<file path="config.mk">
export PLATFORM = sky130hd
export DESIGN_NAME = acc_cpu
export DESIGN_NICKNAME = d
export VERILOG_FILES = /design/src/rtl/acc_cpu_pkg.sv /design/src/rtl/acc_cpu_mem.sv /design/src/rtl/acc_cpu_alu.sv /design/src/rtl/acc_cpu_ctrl.sv /design/src/rtl/acc_cpu.sv
export SDC_FILE = /design/constraint.sdc
export NUM_CORES = 2
export LEC_CHECK = 0
export ABC_AREA = 1
export ABC_CLOCK_PERIOD_IN_PS = 10200
export BUFFER_PORTS_ARGS = -buffer_cell sky130_fd_sc_hd__buf_2
export CORE_MARGIN = 1
export CORE_UTILIZATION = 25
export DETAILED_ROUTE_END_ITERATION = 10
export PLACE_DENSITY = 0.35
export SLEW_MARGIN = 5
export SYNTH_ARGS = -nofsm -noshare
export SYNTH_HDL_FRONTEND = slang
export SYNTH_SLANG_ARGS = --single-unit
</file>
<file path="constraint.sdc">
create_clock -name clk -period 10.2 [get_ports clk]
set_input_delay 2.04 -clock clk [delete_from_list [all_inputs] [get_ports clk]]
set_output_delay 2.04 -clock clk [all_outputs]
set_load 0.03 [all_outputs]
</file>
<file path="src/rtl/acc_cpu_pkg.sv">
// Shared constants, opcode values, controller states, control word and
// built-in program images for the accumulator core.
// Assumes an 8-bit data path and an 8-bit address (256-byte memory).
package acc_cpu_pkg;
    localparam int DW = 8;
    localparam int AW = 8;

    localparam logic [DW-1:0] OP_NOP = 8'h00;
    localparam logic [DW-1:0] OP_LDA = 8'h01;
    localparam logic [DW-1:0] OP_ADD = 8'h02;
    localparam logic [DW-1:0] OP_SUB = 8'h03;
    localparam logic [DW-1:0] OP_STA = 8'h04;
    localparam logic [DW-1:0] OP_LDI = 8'h05;
    localparam logic [DW-1:0] OP_JMP = 8'h06;
    localparam logic [DW-1:0] OP_OUT = 8'h07;
    localparam logic [DW-1:0] OP_CMP = 8'h08;
    localparam logic [DW-1:0] OP_JZ  = 8'h09;
    localparam logic [DW-1:0] OP_LAST = OP_JZ;

    typedef enum logic [2:0] {
        ST_FADDR, ST_FDATA, ST_DEC, ST_OADDR, ST_ODATA, ST_MEM, ST_ALU, ST_HALT
    } phase_t;

    // Bus source selects (one at most) and gated load strobes.
    typedef struct packed {
        logic src_pc;
        logic src_mem;
        logic src_acc;
        logic src_alu;
        logic ld_mar;
        logic ld_ir;
        logic ld_acc;
        logic ld_opd;
        logic ld_out;
        logic ld_pc;
        logic pc_step;
        logic mem_wr;
        logic flag_wr;
        logic alu_sub;
    } ctl_t;

    // Initial memory byte for program image `prog` at address `a`.
    function automatic logic [DW-1:0] image_byte(input int prog, input logic [AW-1:0] a);
        logic [DW-1:0] v;
        v = 8'h00;
        if (prog == 0) begin
            case (a)
                8'h00: v = OP_LDI;  8'h01: v = 8'h5A;
                8'h02: v = OP_OUT;
                8'h03: v = OP_LDA;  8'h04: v = 8'h40;
                8'h05: v = OP_ADD;  8'h06: v = 8'h41;
                8'h07: v = OP_OUT;
                8'h08: v = OP_SUB;  8'h09: v = 8'h42;
                8'h0A: v = OP_STA;  8'h0B: v = 8'h43;
                8'h0C: v = OP_LDI;  8'h0D: v = 8'h00;
                8'h0E: v = OP_LDA;  8'h0F: v = 8'h43;
                8'h10: v = OP_OUT;
                8'h11: v = OP_NOP;
                8'h12: v = 8'hFF;
                8'h40: v = 8'hF0;   8'h41: v = 8'h20;  8'h42: v = 8'h15;
                default: v = 8'h00;
            endcase
        end else if (prog == 1) begin
            case (a)
                8'h00: v = OP_LDI;  8'h01: v = 8'h07;
                8'h02: v = OP_CMP;  8'h03: v = 8'h40;
                8'h04: v = OP_JZ;   8'h05: v = 8'h08;
                8'h06: v = OP_OUT;
                8'h07: v = 8'hFF;
                8'h08: v = OP_OUT;
                8'h09: v = OP_CMP;  8'h0A: v = 8'h41;
                8'h0B: v = OP_JZ;   8'h0C: v = 8'h07;
                8'h0D: v = OP_SUB;  8'h0E: v = 8'h41;
                8'h0F: v = OP_OUT;
                8'h10: v = OP_SUB;  8'h11: v = 8'h42;
                8'h12: v = OP_LDI;  8'h13: v = 8'h09;
                8'h14: v = OP_JZ;   8'h15: v = 8'h18;
                8'h16: v = OP_OUT;
                8'h17: v = 8'hFF;
                8'h18: v = OP_OUT;
                8'h19: v = OP_JMP;  8'h1A: v = 8'h1D;
                8'h1B: v = OP_LDI;  8'h1C: v = 8'h33;
                8'h1D: v = OP_OUT;
                8'h1E: v = 8'h0A;
                8'h40: v = 8'h07;   8'h41: v = 8'h03;  8'h42: v = 8'h04;
                default: v = 8'h00;
            endcase
        end else begin
            case (a)
                8'h00: v = OP_JZ;   8'h01: v = 8'h10;
                8'h02: v = OP_CMP;  8'h03: v = 8'h50;
                8'h04: v = OP_JMP;  8'h05: v = 8'hFC;
                8'h10: v = OP_LDI;  8'h11: v = 8'h3C;
                8'h12: v = OP_OUT;
                8'h13: v = 8'hFF;
                8'hFC: v = OP_LDI;  8'hFD: v = 8'hC3;
                8'hFE: v = OP_OUT;
                8'hFF: v = OP_NOP;
                default: v = 8'h00;
            endcase
        end
        return v;
    endfunction
endpackage

</file>
<file path="src/rtl/acc_cpu_mem.sv">
// Shared program/data memory: asynchronous read, write on the falling edge.
// Assumes the address comes from the address register and the write data
// from the bus; contents start from the program image chosen by PROG.
module acc_cpu_mem
    import acc_cpu_pkg::*;
#(
    parameter int PROG  = 0,
    parameter int WIDTH = DW,
    parameter int ABITS = AW
) (
    input  logic             clk,
    input  logic             we,
    input  logic [ABITS-1:0] addr,
    input  logic [WIDTH-1:0] wdata,
    output logic [WIDTH-1:0] rdata
);
    localparam int DEPTH = 1 << ABITS;

    logic [WIDTH-1:0] cells [DEPTH];

    // Load the program image at start-up.
    initial begin
        for (int i = 0; i < DEPTH; i++) cells[i] = image_byte(PROG, ABITS'(i));
    end

    // Store the bus value when the controller writes.
    always_ff @(negedge clk) begin
        if (we) cells[addr] <= wdata;
    end

    assign rdata = cells[addr];
endmodule

</file>
<file path="src/rtl/acc_cpu_alu.sv">
// Adder/subtractor on the accumulator and operand register, result modulo
// 2**WIDTH, plus a zero indication of the result. Purely combinational.
module acc_cpu_alu
    import acc_cpu_pkg::*;
#(
    parameter int WIDTH = DW
) (
    input  logic [WIDTH-1:0] a,
    input  logic [WIDTH-1:0] b,
    input  logic             sub,
    output logic [WIDTH-1:0] res,
    output logic             zero
);
    // Add or subtract, dropping the carry out.
    always_comb begin
        res  = sub ? (a - b) : (a + b);
        zero = (res == '0);
    end
endmodule

</file>
<file path="src/rtl/acc_cpu_ctrl.sv">
// Phase sequencer: drives bus source selects and load strobes from the
// current phase, the instruction register and the zero flag.
// Assumes the instruction register is valid from the decode phase onward.
// Load strobes are gated by run_en; source selects are not.
module acc_cpu_ctrl
    import acc_cpu_pkg::*;
(
    input  logic          clk,
    input  logic          rst_n,
    input  logic          run_en,
    input  logic [DW-1:0] ir,
    input  logic          zflag,
    output ctl_t          ctl,
    output logic          halted
);
    phase_t phase, phase_nx;
    ctl_t   raw;

    // Choose selects, strobes and next phase for the current phase.
    always_comb begin
        raw      = '0;
        phase_nx = phase;
        case (phase)
            ST_FADDR: begin raw.src_pc = 1'b1; raw.ld_mar = 1'b1; phase_nx = ST_FDATA; end
            ST_FDATA: begin
                raw.src_mem = 1'b1; raw.ld_ir = 1'b1; raw.pc_step = 1'b1;
                phase_nx = ST_DEC;
            end
            ST_DEC: begin
                if (ir == OP_NOP) phase_nx = ST_FADDR;
                else if (ir == OP_OUT) begin
                    raw.src_acc = 1'b1; raw.ld_out = 1'b1; phase_nx = ST_FADDR;
                end else if (ir > OP_LAST) phase_nx = ST_HALT;
                else phase_nx = ST_OADDR;
            end
            ST_OADDR: begin raw.src_pc = 1'b1; raw.ld_mar = 1'b1; phase_nx = ST_ODATA; end
            ST_ODATA: begin
                raw.src_mem = 1'b1;
                phase_nx    = ST_FADDR;
                if (ir == OP_JMP || (ir == OP_JZ && zflag)) raw.ld_pc = 1'b1;
                else raw.pc_step = 1'b1;
                if (ir == OP_LDI) raw.ld_acc = 1'b1;
                if (ir == OP_LDA || ir == OP_STA || ir == OP_ADD ||
                    ir == OP_SUB || ir == OP_CMP) begin
                    raw.ld_mar = 1'b1; phase_nx = ST_MEM;
                end
            end
            ST_MEM: begin
                phase_nx = ST_FADDR;
                if (ir == OP_STA) begin
                    raw.src_acc = 1'b1; raw.mem_wr = 1'b1;
                end else if (ir == OP_LDA) begin
                    raw.src_mem = 1'b1; raw.ld_acc = 1'b1;
                end else begin
                    raw.src_mem = 1'b1; raw.ld_opd = 1'b1; phase_nx = ST_ALU;
                end
            end
            ST_ALU: begin
                raw.src_alu = 1'b1; raw.flag_wr = 1'b1;
                raw.alu_sub = (ir != OP_ADD);
                raw.ld_acc  = (ir != OP_CMP);
                phase_nx    = ST_FADDR;
            end
            default: phase_nx = ST_HALT;
        endcase
    end

    // Gate every state-changing strobe with run_en.
    always_comb begin
        ctl = raw;
        if (!run_en) begin
            ctl.ld_mar = 1'b0; ctl.ld_ir = 1'b0; ctl.ld_acc = 1'b0;
            ctl.ld_opd = 1'b0; ctl.ld_out = 1'b0; ctl.ld_pc = 1'b0;
            ctl.pc_step = 1'b0; ctl.mem_wr = 1'b0; ctl.flag_wr = 1'b0;
        end
    end

    // Advance the phase on the falling edge while running.
    always_ff @(negedge clk) begin
        if (!rst_n) phase <= ST_FADDR;
        else if (run_en) phase <= phase_nx;
    end

    assign halted = (phase == ST_HALT);


    halt_sticky_chk: assert property (@(negedge clk) disable iff (!rst_n)
        halted |=> halted);


    freeze_phase_chk: assert property (@(negedge clk) disable iff (!rst_n)
        !run_en |=> $stable(phase));


    nop_len_chk: assert property (@(negedge clk) disable iff (!rst_n)
        (run_en && phase == ST_DEC && ir == OP_NOP) |=> (phase == ST_FADDR));


    alu_after_mem_chk: assert property (@(negedge clk) disable iff (!rst_n)
        (run_en && phase == ST_MEM && (ir == OP_ADD || ir == OP_SUB || ir == OP_CMP))
        |=> (phase == ST_ALU));
endmodule

</file>
<file path="src/rtl/acc_cpu.sv">
// Accumulator processor top: bus multiplexer, datapath registers, memory,
// adder/subtractor and sequencer. All registers load from the shared bus on
// the falling clock edge; reset is synchronous and active low.
module acc_cpu
    import acc_cpu_pkg::*;
#(
    parameter int PROG = 0
) (
    input  logic          clk,
    input  logic          rst_n,
    input  logic          run_en,
    output logic [DW-1:0] out_port,
    output logic          halted,
    output logic [DW-1:0] bus_view
);
    logic [AW-1:0] pc, mar;
    logic [DW-1:0] ir, acc, opd, outr, bus, mem_q, alu_q;
    logic          zflag, alu_zero;
    ctl_t          ctl;

    acc_cpu_ctrl u_ctrl (
        .clk(clk), .rst_n(rst_n), .run_en(run_en), .ir(ir),
        .zflag(zflag), .ctl(ctl), .halted(halted)
    );

    acc_cpu_mem #(.PROG(PROG)) u_mem (
        .clk(clk), .we(ctl.mem_wr), .addr(mar), .wdata(bus), .rdata(mem_q)
    );

    acc_cpu_alu u_alu (
        .a(acc), .b(opd), .sub(ctl.alu_sub), .res(alu_q), .zero(alu_zero)
    );

    // Drive the shared bus from the one selected source.
    always_comb begin
        bus = '0;
        if (ctl.src_pc)       bus = pc;
        else if (ctl.src_mem) bus = mem_q;
        else if (ctl.src_acc) bus = acc;
        else if (ctl.src_alu) bus = alu_q;
    end

    // Load each datapath register from the bus when strobed.
    always_ff @(negedge clk) begin
        if (!rst_n) begin
            pc <= '0; mar <= '0; ir <= '0; acc <= '0;
            opd <= '0; outr <= '0; zflag <= 1'b0;
        end else begin
            if (ctl.ld_pc)        pc <= bus;
            else if (ctl.pc_step) pc <= pc + 1'b1;
            if (ctl.ld_mar)  mar  <= bus;
            if (ctl.ld_ir)   ir   <= bus;
            if (ctl.ld_acc)  acc  <= bus;
            if (ctl.ld_opd)  opd  <= bus;
            if (ctl.ld_out)  outr <= bus;
            if (ctl.flag_wr) zflag <= alu_zero;
        end
    end

    assign out_port = outr;
    assign bus_view = bus;


    reset_clear_chk: assert property (@(negedge clk)
        !rst_n |=> (pc == '0 && acc == '0 && outr == '0 && !zflag));


    cmp_keeps_acc_chk: assert property (@(negedge clk) disable iff (!rst_n)
        (ctl.flag_wr && !ctl.ld_acc) |=> $stable(acc));


    pc_wrap_chk: assert property (@(negedge clk) disable iff (!rst_n)
        (ctl.pc_step && pc == 8'hFF) |=> (pc == 8'h00));


    freeze_out_chk: assert property (@(negedge clk) disable iff (!rst_n)
        !run_en |=> ($stable(outr) && $stable(pc) && $stable(acc)));
endmodule

</file>
==> results.tsv <==
stage	metric	value	unit
layout	area_delta_synth_final	35.7	%
setup_path	crit_chain	buf_12 > buf_12 > buf_12 > buf_4 > nand2_1 > nand3_1 > nand3_1 > nand3_1 > nand3_1 > nand3_1 > nand3_1 > nand3_1 > nand3_2 > buf_4 > nand3_4 > buf_8	
placed_design	dp_cells	12200	
setup_path	cpMostUsedCell	nand3_1	
yosys	synth_area	86100	um^2
clock_network	path_clk_slew	0.03	ns
global_route	antenna_found_initial	15	
yosys	yosys.area_share.adder	0.154	%
routing	drtIter0Drc	4745	
yosys	postSynthAreaPerCell	11.7	um^2
power_and_ir_drop	leakage	50.3	nW
yosys	yosysWarnings	0	
setup_path	startpoint_type	flip-flop	
sta	setup-tns-final	-4.78	ns
power_and_ir_drop	powerDensity	230	nW/um^2
sta	slew_headroom	22.8	%
global_route	grt_max_degree	145	
yosys	synth_top_area_cell	edfxtp_1	
sta	finalHoldViolCount	0	
placed_design	dp_worst_setup_slack	-0.286	ns
sta	rsz0062_at_grt	true	
clock_network	ctsLongestPathBuffers	4	
placed_design	port_buffers	19	
layout	final_util	34.1	%
placed_design	routabilityCongestion	0.791	
yosys	ys_types	37	
global_route	overflow	0	
yosys	synthXorXnorAreaFrac	0.183	%
yosys	synth_edf_count	2048	
routing	ant_nets	0	
floorplanning	rows	215	
yosys	synthArstFlopShare	0	%
power_and_ir_drop	finalPower	27.0	mW
clock_network	clk_latency	0.92	ns
yosys	synth_area_leaders	edfxtp_1, nand3_1, nand2_1	
floorplanning	io_pins	20	
setup_path	crit_slowest_cell	dfxtp_4	
floorplanning	core_area	343000	um^2
floorplanning	die-area	347000	um^2
layout	final_nets	10100	
layout	final_cell_count_no_fill	14800	
sta	setup_violations	8	
yosys	synth_most_common_cell	edfxtp_1	
global_route	grt_pass1_vias	72000	
yosys	yosysSeqAreaShare	72.8	%
placed_design	dp_hpwl	188000	um
setup_path	arrival	8.80	ns
floorplanning	initial_core_util	25.1	%
yosys	synth_compound_area_share	2.39	%
yosys	yosys.area.top_type_share	71.4	%
setup_path	endpoint_kind	primary output	
global_route	grt_pass1_wl	465000	um
clock_network	cts_sinks	2108	
clock_network	cts_max_level	5	
yosys	synthesis.nets	7371	
routing	vias	67500	
yosys	synthCells	7358	
layout	fillerInstances	35300	
flow_run	maxCapViolCount	0	
routing	first_pass_iters	6	
status	failed_checks	negative setup slack	
min_path	min-delay-path-class	reg2reg	
setup_path	max_stage_delay	0.36	ns
yosys	synthTopCellsByCount	edfxtp_1, nand2_1, nand3_1	
layout	seqCellArea	62700	um^2
sta	setup_ws	-0.641	ns
setup_path	critPathKind	reg2out	
global_route	grtUsageTotal	18.3	%
power_and_ir_drop	max-vdd-ir-drop	0.128	mV
sta	skew	0.0579	ns
routing	drcViolationCount	0	
routing	viasPerCell	4.54	
sta	maxSlewViolCount	0	
floorplanning	die_y	589	um
status	status	finished with violations	
yosys	synthFlopType	edfxtp_1	
clock_network	cts_made_buffers	272	
setup_path	required	8.16	ns
layout	multiInputGateArea	21800	um^2
clock_network	cts-root-buf	clkbuf_16	
clock_network	cts_tree	built	
routing	wl_per_cell	21.7	um
layout	drive_gt1_share	14.6	%
yosys	synthSimpleGateAreaFrac	20.9	%
floorplanning	die_x	589	um
yosys	synth_top_family_by_area	simple AND/OR/NAND/NOR gates	
routing	routed_wl	323000	um
yosys	synthMuxAreaShare	0	%
sta	tightest_slew	1.16	ns
setup_path	crit_fanout	22	
yosys	ys_ff_latch	2108	
cell families (layout without fill, tap and decap cells):
family          Yosys count  after routing
simple gates           4176           4176
flops                  2108           2108
buf+inv                 659           3586
compound gates          387            387
xor+xnor                 18             18
fa+ha+maj                10             10
other cells               0              6
critical path, delay by kind of cell, from the launching register on:
family | cells | cell delay, ns
buf+inv | 6 | 1.07
flops | 1 | 0.36
simple gates | 10 | 1.34
per-layer routing:
layer	track usage (%)	vias up	share of wire, %
li1	-	31700	-
met1	23.7	33400	45
met2	28.8	1839	47
met3	4.80	477	5.1
met4	7.66	2	2.4
met5	0	-	0.0037
power by group:
group          total (mW)  switching [mW]  internal [mW]  leakage [nW]
logic                3.98            2.80           1.18          15.4
registers            10.1          0.0150           10.1          19.2
clock network        12.9            5.88           6.99          15.7
total                27.0            8.69           18.3          50.3
path summary, 6_finish.rpt:
kind                                           end  slack [ns]  depth (start not counted)  startpoint
worst min register to register               zflag        0.48                          2       zflag
worst max-delay path                   bus_view[6]       -0.64                         16   flip-flop
worst max register to register  u_mem.cells[50][5]        4.29                         19       ir[7]
worst min-delay path                         zflag        0.48                          2       zflag
timing repair:
action | 4_1_cts | 5_1_grt
setup buffers | 40 | 10
gates resized for setup | 306 | 73
endpoints found under the setup margin | 8 | 8
cloned | 32 | 6
hold buffers | 0 | 0
pin swaps | 35 | 20
state kept, by name, indices dropped and copies added (netlist names), named ones only:
register      count
acc               8
ir                8
mar               8
opd               8
out_port          8
pc                8
u_ctrl.phase      3
u_mem.cells    2048
zflag             1
cells in the final DEF, fill, tap and decap left out, types with 9 or more instances in the layout:
| cell type | synthesis | routed |
|---|---|---|
| a21oi_1 | 87 | 82 |
| buf_12 | 0 | 93 |
| buf_16 | 0 | 43 |
| buf_2 | 229 | 11 |
| buf_4 | 17 | 615 |
| buf_6 | 31 | 48 |
| buf_8 | 0 | 9 |
| bufbuf_16 | 0 | 17 |
| bufinv_16 | 0 | 36 |
| clkbuf_16 | 0 | 286 |
| clkinvlp_2 | 0 | 64 |
| dfxtp_1 | 60 | 54 |
| edfxtp_1 | 2048 | 2048 |
| inv_1 | 166 | 2327 |
| nand2_1 | 1877 | 1856 |
| nand2_2 | 0 | 20 |
| nand3_1 | 1819 | 1635 |
| nand3_2 | 8 | 150 |
| nand3_4 | 0 | 42 |
| nor2_1 | 454 | 452 |
| o21ai_0 | 214 | 202 |
| o21ai_1 | 6 | 15 |
| o22ai_1 | 69 | 67 |
| xor2_1 | 14 | 9 |
final cells by class:
type / instances / share of cell area, %
antenna: 6 / 0.0128
clock buffer: 280 / 5.99
clock inverter: 2295 / 8.44
inverter: 167 / 0.575
multi-input combinational: 4591 / 18.7
sequential: 2108 / 53.6
tap: 4557 / 4.88
timing repair buffer: 842 / 7.78
timing repair inverter: 2 / 0.0193
per-stage QoR:
step                      area (um^2)  hold slack [ns]
final                          117000            0.476
after global routing           117000            0.496
after CTS                      116000            0.481
after detailed placement        96600            0.475
after global placement          96600            0.467
after floorplan                 86200            0.445
Note: power is estimated with default switching activity, not from simulation.
